==> src/rtl/nib_tx_pkg.sv <==
package nib_tx_pkg;
  localparam logic [7:0] MODE_REG_RST = 8'h28;
  localparam int         LOOP_BIT     = 6;
  localparam int         MODE_LSB     = 3;
  localparam int         MODE_W       = 3;
  localparam logic [2:0] MODE_NO_LOOP = 3'd4;

  function automatic logic loop_allowed(input logic [7:0] r);
    logic [2:0] m;
    m = r[MODE_LSB +: MODE_W];
    return r[LOOP_BIT] && (m == 3'd2 || m == 3'd3 || m == 3'd5 || m == 3'd6);
  endfunction
endpackage

==> src/rtl/nib_tx_frame_sync.sv <==
module nib_tx_frame_sync #(
  parameter int NIB_W       = 4,
  parameter int SAMPLE_EDGE = 3,
  parameter int SYNC_STAGES = 2,
  parameter int FRAME_BITS  = 1536,
  localparam int PH_W  = (NIB_W > 1) ? $clog2(NIB_W) : 1,
  localparam int CNT_W = $clog2(FRAME_BITS)
) (
  input  logic clk,
  input  logic rst,
  input  logic frame_ref,
  output logic cap,
  output logic nib_clk,
  output logic frame_sof,
  output logic ref_missing
);
  localparam logic [PH_W-1:0]  PH_LAST  = PH_W'(NIB_W - 1);
  localparam logic [PH_W-1:0]  PH_CAP   = PH_W'(SAMPLE_EDGE - 1);
  localparam logic [PH_W-1:0]  PH_HALF  = PH_W'(NIB_W / 2);
  localparam logic [CNT_W-1:0] CNT_LAST = CNT_W'(FRAME_BITS - 1);

  logic [SYNC_STAGES:0] chain;
  logic                 det;
  logic [PH_W-1:0]      ph, ph_n;
  logic [CNT_W-1:0]     cnt;

  for (genvar i = 0; i <= SYNC_STAGES; i++) begin : g_sync
    if (i == 0) begin : g_first
      always_ff @(posedge clk) chain[i] <= rst ? 1'b0 : frame_ref;
    end else begin : g_next
      always_ff @(posedge clk) chain[i] <= rst ? 1'b0 : chain[i-1];
    end
  end

  assign det  = chain[SYNC_STAGES-1] & ~chain[SYNC_STAGES];
  assign cap  = (ph == PH_CAP) && !det;
  assign ph_n = det ? '0 : ((ph == PH_LAST) ? '0 : ph + 1'b1);

  always_ff @(posedge clk) begin
    if (rst) begin
      ph          <= PH_LAST;
      nib_clk     <= 1'b0;
      frame_sof   <= 1'b0;
      cnt         <= '0;
      ref_missing <= 1'b0;
    end else begin
      ph        <= ph_n;
      nib_clk   <= (ph_n < PH_HALF);
      frame_sof <= det;
      if (det) begin
        cnt <= '0;
      end else if (cnt == CNT_LAST) begin
        cnt         <= '0;
        ref_missing <= 1'b1;
      end else begin
        cnt <= cnt + 1'b1;
      end
    end
  end


  nclk_hold_chk: assert property (@(posedge clk) disable iff (rst)
    $rose(nib_clk) |=> nib_clk);

  sof_nclk_chk: assert property (@(posedge clk) disable iff (rst)
    frame_sof |-> nib_clk);

  miss_sticky_chk: assert property (@(posedge clk) disable iff (rst)
    ref_missing |=> ref_missing);
endmodule

==> src/rtl/nib_tx_serializer.sv <==
module nib_tx_serializer #(
  parameter int NIB_W = 4
) (
  input  logic             clk,
  input  logic             rst,
  input  logic             cap,
  input  logic [NIB_W-1:0] nib_in,
  output logic             ser_out
);
  logic [NIB_W-2:0] sh;

  always_ff @(posedge clk) begin
    if (rst) begin
      sh      <= '0;
      ser_out <= 1'b0;
    end else if (cap) begin
      ser_out <= nib_in[NIB_W-1];
      sh      <= nib_in[NIB_W-2:0];
    end else begin
      ser_out <= sh[NIB_W-2];
      sh      <= {sh[NIB_W-3:0], 1'b0};
    end
  end


  drain_zero_chk: assert property (@(posedge clk) disable iff (rst)
    (!cap && $past(!cap) && $past(!cap, 2) && $past(!cap, 3) && !$past(rst, 3)) |=> !ser_out);
endmodule

==> src/rtl/nib_tx_mode_reg.sv <==
module nib_tx_mode_reg
  import nib_tx_pkg::*;
(
  input  logic       clk,
  input  logic       rst,
  input  logic       we,
  input  logic [7:0] wdata,
  output logic [7:0] reg_q,
  output logic       loop_en,
  output logic       wr_err
);
  logic       refuse;
  logic [7:0] nxt;

  always_comb begin
    refuse = wdata[LOOP_BIT] && (wdata[MODE_LSB +: MODE_W] == MODE_NO_LOOP);
    nxt    = wdata;
    if (refuse) nxt[LOOP_BIT] = 1'b0;
  end

  always_ff @(posedge clk) begin
    if (rst) begin
      reg_q   <= MODE_REG_RST;
      loop_en <= 1'b0;
      wr_err  <= 1'b0;
    end else if (we) begin
      reg_q   <= nxt;
      loop_en <= loop_allowed(nxt);
      wr_err  <= refuse;
    end
  end


  loop_mode_chk: assert property (@(posedge clk) disable iff (rst)
    loop_en |-> (reg_q[LOOP_BIT] && reg_q[MODE_LSB +: MODE_W] != MODE_NO_LOOP));

  err_noloop_chk: assert property (@(posedge clk) disable iff (rst)
    wr_err |-> (!reg_q[LOOP_BIT] && !loop_en));
endmodule

==> src/rtl/nib_tx_if.sv <==
module nib_tx_if #(
  parameter int NIB_W       = 4,
  parameter int SAMPLE_EDGE = 3,
  parameter int SYNC_STAGES = 2,
  parameter int FRAME_BITS  = 1536
) (
  input  logic             clk,
  input  logic             rst,
  input  logic [NIB_W-1:0] nib_in,
  input  logic             frame_ref,
  input  logic             reg_we,
  input  logic [7:0]       reg_wdata,
  output logic             nib_clk,
  output logic             ser_out,
  output logic             frame_sof,
  output logic             ref_missing,
  output logic [7:0]       reg_q,
  output logic             loop_en,
  output logic             wr_err
);
  logic cap;

  nib_tx_frame_sync #(
    .NIB_W(NIB_W), .SAMPLE_EDGE(SAMPLE_EDGE),
    .SYNC_STAGES(SYNC_STAGES), .FRAME_BITS(FRAME_BITS)
  ) u_sync (
    .clk(clk), .rst(rst), .frame_ref(frame_ref), .cap(cap),
    .nib_clk(nib_clk), .frame_sof(frame_sof), .ref_missing(ref_missing)
  );

  nib_tx_serializer #(.NIB_W(NIB_W)) u_ser (
    .clk(clk), .rst(rst), .cap(cap), .nib_in(nib_in), .ser_out(ser_out)
  );

  nib_tx_mode_reg u_mode (
    .clk(clk), .rst(rst), .we(reg_we), .wdata(reg_wdata),
    .reg_q(reg_q), .loop_en(loop_en), .wr_err(wr_err)
  );
endmodule

==> config.mk <==
export PLATFORM = sky130hd
export DESIGN_NAME = nib_tx_if
export DESIGN_NICKNAME = d
export VERILOG_FILES = /design/src/rtl/nib_tx_pkg.sv /design/src/rtl/nib_tx_frame_sync.sv /design/src/rtl/nib_tx_serializer.sv /design/src/rtl/nib_tx_mode_reg.sv /design/src/rtl/nib_tx_if.sv
export SDC_FILE = /design/constraint.sdc
export NUM_CORES = 1
export LEC_CHECK = 0
export BUFFER_PORTS_ARGS = -buffer_cell sky130_fd_sc_hd__clkbuf_2
export CAP_MARGIN = 5
export CORE_ASPECT_RATIO = 1.5
export CORE_MARGIN = 2
export CORE_UTILIZATION = 36
export DETAILED_ROUTE_END_ITERATION = 16
export SYNTH_ARGS = -nofsm -noshare
export SYNTH_HDL_FRONTEND = slang
export SYNTH_SLANG_ARGS = --single-unit
==> constraint.sdc <==
create_clock -name clk -period 1.5 [get_ports clk]
set_clock_uncertainty 0.05 [all_clocks]
set_input_delay 0.15 -clock clk [delete_from_list [all_inputs] [get_ports clk]]
set_output_delay 0.15 -clock clk [all_outputs]
set_load 0.005 [all_outputs]
; ---- Yosys cells after proc, flatten, opt, wreduce, memory -nomap -nowiden
; Cells that the tools add are included.
[classes]
n_addsub = 2
n_reduce_logical = 10
n_bitwise = 4
n_eq_ne = 8
mux = 5
order_cmp = 1
[ops]
columns = op, n
row1 = $add 11x1->11 const B, 1
row2 = $eq 11x11->1 const B, 1
row3 = $eq 3x3->1 const B, 3
row4 = $eq 3x2->1 const B, 2
row5 = $eq 2x2->1 const B, 2
row6 = $mux 2, 2
row7 = $logic_and 1x1->1, 3
row8 = $logic_or 1x1->1, 3
row9 = $mux 3, 1
row10 = $not 1->1, 3
row11 = $reduce_or 3->1, 1
row12 = $add 2x1->2 const B, 1
row13 = $lt 2x2->1 const B, 1
row14 = $mux 1, 2
row15 = $reduce_and 2->1, 1
row16 = $reduce_or 2->1, 1
row17 = $and 1x1->1, 1
row18 = $logic_not 1->1, 1
[word_totals]
ff_bits = 33
out_inout_bits = 14

; ---- Logic depth before layout (Yosys ltp)
; Gate-level depths: netlist (run 1).
[logic_depth]
ltp_word = 6
ltp_mapped = 5

; ---- Modules after synthesis
; Synthesis (run 1) repeated with hierarchy kept, for this count alone.
[hier_totals]
cells_unflattened = 128
area_unflattened_um2 = 1295.0
[by_module_without_submodules]
columns = module, area_per_inst_um2, instances, cells_per_inst
row1 = nib_tx_frame_sync, 779.5, 1, 79
row2 = nib_tx_mode_reg, 384.1, 1, 38
row3 = nib_tx_serializer, 131.4, 1, 11

; ---- Worst setup path after synthesis (run 1)
; OpenSTA, ideal clock, no wires.
[synth_timing]
kind = reg-to-reg
from = register u_sync.cnt[0]
to = register u_sync.cnt[7]
arrival_time_ps = 1315
path_stages_with_launch = 5
t_required_ps = 1331
slack_ps = 16
cell_sequence = dfxtp_1 -> ha_1 -> nand3_2 -> o31a_2 -> o221a_2
[synth_via]
elab_chain_len = 2
elab_cells_between_ends = 3
cone_classes = add/sub: 1 / eq/ne: 1 / reduce/logical: 1
[synth_rtl]
columns = element, line
row1 = "start, declared", nib_tx_frame_sync.sv:25  ; logic [CNT_W-1:0] cnt;
row2 = "start signal, assigned", nib_tx_frame_sync.sv:56  ; cnt <= cnt + 1'b1;
row3 = branches (longest 2 deep; another with $add 11x1->11), -
; Several ways; the timed one is not identified.
; A chain may end at the register's enable or synchronous reset.

; ---- Final worst setup path (run 1)
; Same ends and word-level chain as after synthesis.

==> flow_summary.yaml, run 1 <==
synth:
  synthXorXnorAreaFrac: 0.0202
  syn-num-nets: 148
  ys_ff_latch: 33
  async_reset_ff_frac: 0
  synth.mux.area_fraction: 0.0538
  netlist.area_leader.share: 0.508
  synth_top_family_by_area: "simple AND/OR/NAND/NOR gates"
  synth_cells: 129
  synth_compound_area_frac: 0.139
  synth_edf_count: 0
  synthDistinctLibCells: 36
  yosys-top-cells-area: "dfxtp_1 51%, mux2i_1 5.4%, a21oi_1 3.5%, ha_1 2.9%, nand2b_1 2.9%"
  synthFlopType: "dfxtp_1"
  synth_commonest_cells: "33 x dfxtp_1, 9 x a21oi_1, 9 x nor2_1"
  ys_warn_count: 0
  synthSimpleGateAreaFrac: 0.226
  synth_top_area_cell: "dfxtp_1"
  synth_fa_ha_area_frac: 0.0288
  synth_most_common_cell: "dfxtp_1"
  synth_area_per_cell_um2: 10.1
  synth-seq-area-share: 0.508
  synth_area_mm2: 0.00130
routing:
  drc: 0
  wl_mm: 2.61
  dr.pass1.iters: 4
  drt_iter0_drc: 15
  num_vias: 1074
  vias_per_cell: 5.09
  wl_per_cell_um: 12.4
  ant_nets: 0
cells_and_area:
  diodes: 0
  syn_to_final_growth_pct: 27.3
  nets: 187
  drive_gt1_frac: 0.308
  fill_cells: 338
pwr:
  total_power_mw: 1.95
  cellPowerDensity_mw_per_mm2: 1170
  p_leak_nw: 0.716
  ir_drop_mv: 0.796
sta:
  post-route-min-period_ns: 1.43
  rsz0062_at_grt: "no"
  slew_viol_final: 0
  hold_ws_ns: 0.0542
  finalHoldViolCount: 0
  period_share: 0.956
  tightest_slew_ns: 0.409
  final-setup-viol-count: 0
  slew_headroom: 0.727
  setup_slack_ns: 0.0656
  fmax_ghz: 0.697
critical_path:
  path_max_fanout: 8
  worstPathRequired_ns: 1.62
  endpoint_kind: "flip-flop"
  path_cells: "ha_2, nand3_4, o31a_2, o221a_2"
  rr_worst_depth: 4
  critPathLaunch: "u_sync.cnt[0]$_SDFF_PP0_"
  arrival_ns: 1.56
  timing.rr.start: "u_sync.cnt[0]$_SDFF_PP0_"
  critPathLaunchType: "flip-flop"
  crit_type: "flip-flop to flip-flop"
  worst_path_max_delay_cell: "o31a_2"
  ff2ff_setup_slack_ns: 0.07
  slowest_delay_ns: 0.35
  timing.rr.end: "u_sync.cnt[7]$_SDFF_PP0_"
global_route:
  first_global_vias: 994
  grt_max_degree: 16
  grt.overflow.total: 0
  antenna_found_initial: 0
  grt_use_total: 0.144
  grt_pass1_wl_mm: 4.26
clock_network:
  root_buffer: "clkbuf_8"
  htreeDepth: 2
  numCtsBuffers: 5
  clock_sinks: 33
  cts_buffer_depth: 2
  cts.reportedPaths.clkPinSlew_ns: 0.06
  cts_tree: "done"
  clk_latency_ns: 0.28
placed_design:
  gp_congestion: 0.795
  port_buffers: 29
  dp_slack_ns: -0.0168
  dp_hpwl_mm: 1.95
floorplanning:
  initial_core_util: 0.377
  num_rows: 26
  num_io_pins: 30
  die_w_um: 53.1
  fp.dieH_um: 77.6
  coreArea_mm2: 0.00345
  die_area_mm2: 0.00412
min_path:
  hold_path.class: "input port to flip-flop"
  hold_end: "u_mode.reg_q[7]$_SDFFE_PP0P_"
  holdPathStages: 3
  hp-start: "reg_wdata[7]"
outcome:
  outcome: "complete, no violations"
run:
  max_cap_viol_count: 0
[how the worst max path moves through the flow]
stage,end,slack (ns),cells after the start
after detailed placement,u_sync.ref_missing$_SDFFE_PP0P_,-0.02,4
after global routing,u_sync.cnt[8]$_SDFF_PP0_,0.02,4
after global placement,u_sync.cnt[7]$_SDFF_PP0_,0.05,4
after CTS,u_sync.cnt[7]$_SDFF_PP0_,0.01,4
after floorplan,u_sync.cnt[7]$_SDFF_PP0_,0.02,4
final,u_sync.cnt[7]$_SDFF_PP0_,0.07,4
[critical path: cells and delay by family, from the launching register on]
kind	cells	cell delay [ns]
AND/OR/NAND/NOR	1	0.12
flip-flops	1	0.34
adder cells (fa/ha/maj)	1	0.23
AO/OA/AOI/OAI	2	0.59
[where the power goes]
group,switching (mW),leakage [nW],internal [mW]
registers,0.0204,0.271,0.919
logic,0.0772,0.386,0.0751
clock network,0.313,0.0585,0.541
total,0.410,0.716,1.54
[through the flow]
stage                     cells   util  area (um2)  setup TNS (ns)
final                       211  0.480        1660               0
after global routing        211  0.480        1660               0
after CTS                   211  0.479        1650               0
after detailed placement    202  0.441        1520         -0.0460
after global placement      202  0.441        1520               0
after floorplan             129      -        1300               0
[sequential cells by signal, indices dropped and copies added, names as in the netlist]
signal,flops
u_mode.reg_q,8
u_sync.nib_clk,1
u_sync.cnt,11
u_sync.frame_sof,1
u_mode.loop_en,1
u_sync.ph,2
u_ser.sh,3
u_sync.ref_missing,1
u_sync.chain,3
u_ser.ser_out,1
u_mode.wr_err,1
[cell type report]
cell class              instances  area (um2)  area share
clock inverters                 1        30.0      0.0181
well taps                      42        52.6      0.0317
inverters                       6        22.5      0.0136
multi-input cells              88         619       0.374
clock buffers                   7        86.3      0.0521
repair buffers                 34         183       0.110
flip-flops and latches         33         663       0.400
[cell usage in the layout (no fill, tap or decap), drive strengths merged, types with 3 or more instances in the layout]
master	n
nand2b	6
nor3	3
buf	5
o31ai	3
a21oi	9
ha	3
or3	3
nand3	6
o21ai	7
nand4	3
nor2	9
clkbuf	36
nor2b	5
mux2i	7
nand2	6
inv	6
dfxtp	33
[per-layer routing]
layer | vias up | part of all wire | track usage
met4 | 0 | 0.031 | 0.0949
met3 | 9 | 0.055 | 0.0615
met1 | 502 | 0.40 | 0.145
met2 | 25 | 0.51 | 0.231
met5 | - | 0 | 0
li1 | 538 | - | -
[cells by family after synthesis]
kind of cell	Yosys count
simple gates	47
flops	33
compound gates	28
buf+inv	8
mux	7
xor+xnor	3
fa+ha+maj	3
[what timing repair did]
action                                  4_1_cts  5_1_grt
pin swaps                                     1        0
endpoints found under the setup margin        7       10
gates cloned                                  0        0
hold buffers                                  0        0
setup buffers                                 1        0
gates resized for setup                       1        3
(Power assumes the default switching activity.)
==> inputs of run 2 (changes only) <==
--- a/config.mk
+++ b/config.mk
@@ -6,11 +6,12 @@
 export NUM_CORES = 1
 export LEC_CHECK = 0
 export BUFFER_PORTS_ARGS = -buffer_cell sky130_fd_sc_hd__clkbuf_2
-export CAP_MARGIN = 5
+export CAP_MARGIN = 25
 export CORE_ASPECT_RATIO = 1.5
-export CORE_MARGIN = 2
-export CORE_UTILIZATION = 36
+export CORE_MARGIN = 3
+export CORE_UTILIZATION = 46
 export DETAILED_ROUTE_END_ITERATION = 16
+export PLACE_DENSITY = 0.73
 export SYNTH_ARGS = -nofsm -noshare
 export SYNTH_HDL_FRONTEND = slang
 export SYNTH_SLANG_ARGS = --single-unit
==> run 2 against run 1 <==
Non-clock buffer count down 1. Cell count decreased by 3.3%. Via count fell by 0.93%. Flip-flop and latch count is the same. Core utilization is 12 points higher. Highest routed layer unchanged. Register-to-register slack worse by 0.03 ns. Clock power down 24%. Sequential power hardly changed. Sequential share of layout area increased by 1.1 points. Global-route usage is 1.7 points higher. Combinational power about the same. First-iteration DRC count fell by 13%.
==> flow_summary.yaml, run 2 (same netlist as run 1, synthesis figures left out) <==
outcome:
  outcome: "complete, no violations"
sta:
  post-route-min-period_ns: 1.46
  tightest_slew_ns: 0.445
  fmax_ghz: 0.685
  rsz0062_at_grt: "yes"
  period_share: 0.974
  final-setup-viol-count: 0
  slew_viol_final: 0
  slew_headroom: 0.701
  finalHoldViolCount: 0
  hold_ws_ns: 0.0419
pwr:
  internal_power_mw: 1.36
  netSwitchingFraction: 0.222
  p_sw_uw: 388
  combPwrFrac: 0.088
  power.share.sequential: 0.539
  ir_drop_mv: 0.632
  p_leak_nw: 0.696
  total_power_mw: 1.75
  cellPowerDensity_mw_per_mm2: 1080
  p_clk_frac: 0.373
critical_path:
  critPathLaunch: "u_sync.cnt[0]$_SDFF_PP0_"
  rr_worst_depth: 4
  path_max_fanout: 9
  arrival_ns: 1.58
  crit_type: "flip-flop to flip-flop"
  endpoint_kind: "flip-flop"
  worstPathRequired_ns: 1.62
  critPathCapture: "u_sync.cnt[7]$_SDFF_PP0_"
  timing.rr.start: "u_sync.cnt[0]$_SDFF_PP0_"
  timing.rr.end: "u_sync.cnt[7]$_SDFF_PP0_"
  critPathLaunchType: "flip-flop"
  ff2ff_setup_slack_ns: 0.04
routing:
  num_vias: 1064
  vias_per_cell: 5.22
  ant_nets: 0
  dr.pass1.iters: 4
  wl_mm: 2.61
  drc: 0
  wl_per_cell_um: 12.8
  drt_iter0_drc: 13
floorplanning:
  fp.dieH_um: 71.1
  num_rows: 23
  coreArea_mm2: 0.00268
  die_area_mm2: 0.00352
  die_w_um: 49.4
  num_io_pins: 30
  initial_core_util: 0.486
cells_and_area:
  layout_common_cells: "31 x dfxtp_1, 29 x clkbuf_2, 9 x a21oi_1, 9 x nor2_1"
  largest_reg_flops: 11
  syn_to_final_growth_pct: 23.9
  drive_gt1_frac: 0.299
  nets: 186
  top_regs: "u_sync.cnt x11, u_mode.reg_q x8"
  fin_util: 0.603
  diodes: 0
  finalInstanceArea_mm2: 0.00161
  final_common_cell: "dfxtp_1"
  regMostFlops: "u_sync.cnt"
global_route:
  antenna_found_initial: 0
  first_global_vias: 1005
  grt.overflow.total: 0
  grt_use_total: 0.161
  grt_pass1_wl_mm: 4.29
  grt_max_degree: 16
clock_network:
  clk_latency_ns: 0.28
  cts.reportedPaths.clkPinSlew_ns: 0.06
  root_buffer: "clkbuf_8"
  clock_sinks: 33
  cts_tree: "done"
  htreeDepth: 2
  cts_buffer_depth: 2
  numCtsBuffers: 5
placed_design:
  dpl_cell_area_mm2: 0.00151
  dp_hpwl_mm: 1.94
  port_buffers: 29
  gp_congestion: 0.861
min_path:
  hold_path.class: "input port to flip-flop"
run:
  max_cap_viol_count: 0
-- run 2: worst min path at each step --
stage / depth (start not counted) / slack (ns) / from / endpoint
after floorplan: 1 / 0.17 / rst / u_ser.ser_out$_SDFF_PP0_
after global placement: 2 / 0.32 / frame_ref / u_sync.chain[0]$_SDFF_PP0_
after detailed placement: 2 / 0.32 / frame_ref / u_sync.chain[0]$_SDFF_PP0_
after CTS: 2 / 0.04 / frame_ref / u_sync.chain[0]$_SDFF_PP0_
final: 2 / 0.04 / frame_ref / u_sync.chain[0]$_SDFF_PP0_
after global routing: 2 / 0.06 / frame_ref / u_sync.chain[0]$_SDFF_PP0_
-- run 2: layer usage --
| layer | vias to the layer above | routed length (um) | global-route usage |
|---|---|---|---|
| li1 | 538 | - | - |
| met1 | 493 | 1030 | 0.164 |
| met2 | 28 | 1390 | 0.284 |
| met3 | 5 | 130 | 0.0568 |
| met4 | 0 | 57 | 0.0831 |
| met5 | - | 0 | 0 |
-- run 2: cell type report --
class | count | area, um2
tap | 37 | 46.3
multi-input combinational | 88 | 619
inverter | 6 | 22.5
sequential | 33 | 663
timing repair buffer | 33 | 175
fill | 260 | 1060
clock buffer | 7 | 86.3
-- run 2: power groups by stage --
stage / clock, mW / combinational [mW] / sequential (mW)
2_1_floorplan: 0 / 0.0786 / 0.960
3_3_place_gp: 0 / 0.149 / 0.956
3_5_place_dp: 0 / 0.155 / 0.960
4_1_cts: 0.674 / 0.157 / 0.941
5_1_grt: 0.712 / 0.175 / 0.945
6_report: 0.652 / 0.153 / 0.941
-- run 2: timing repair --
| item | in CTS | in global routing |
|---|---|---|
| endpoints found under the setup margin | 5 | 11 |
| pin swaps | 0 | 1 |
| hold buffers | 0 | 0 |
| gates resized for setup | 2 | 2 |
| setup buffers | 0 | 0 |
-- run 2: metrics by stage --
| step | TNS [ns] | setup WS [ns] | std cells |
|---|---|---|---|
| finish | 0 | 0.0397 | 204 |
| global placement | 0 | 0.0537 | 197 |
| global route | -0.0816 | -0.0286 | 204 |
| detailed placement | -0.0617 | -0.0270 | 197 |
| CTS | 0 | 0.0232 | 204 |
| floorplan | 0 | 0.0161 | 129 |
-- run 2: critical path: stages (launching register included) --
cell	delay (ns)
dfxtp_1	0.35
ha_2	0.23
nand3_4	0.12
o31a_2	0.36
o221a_2	0.24
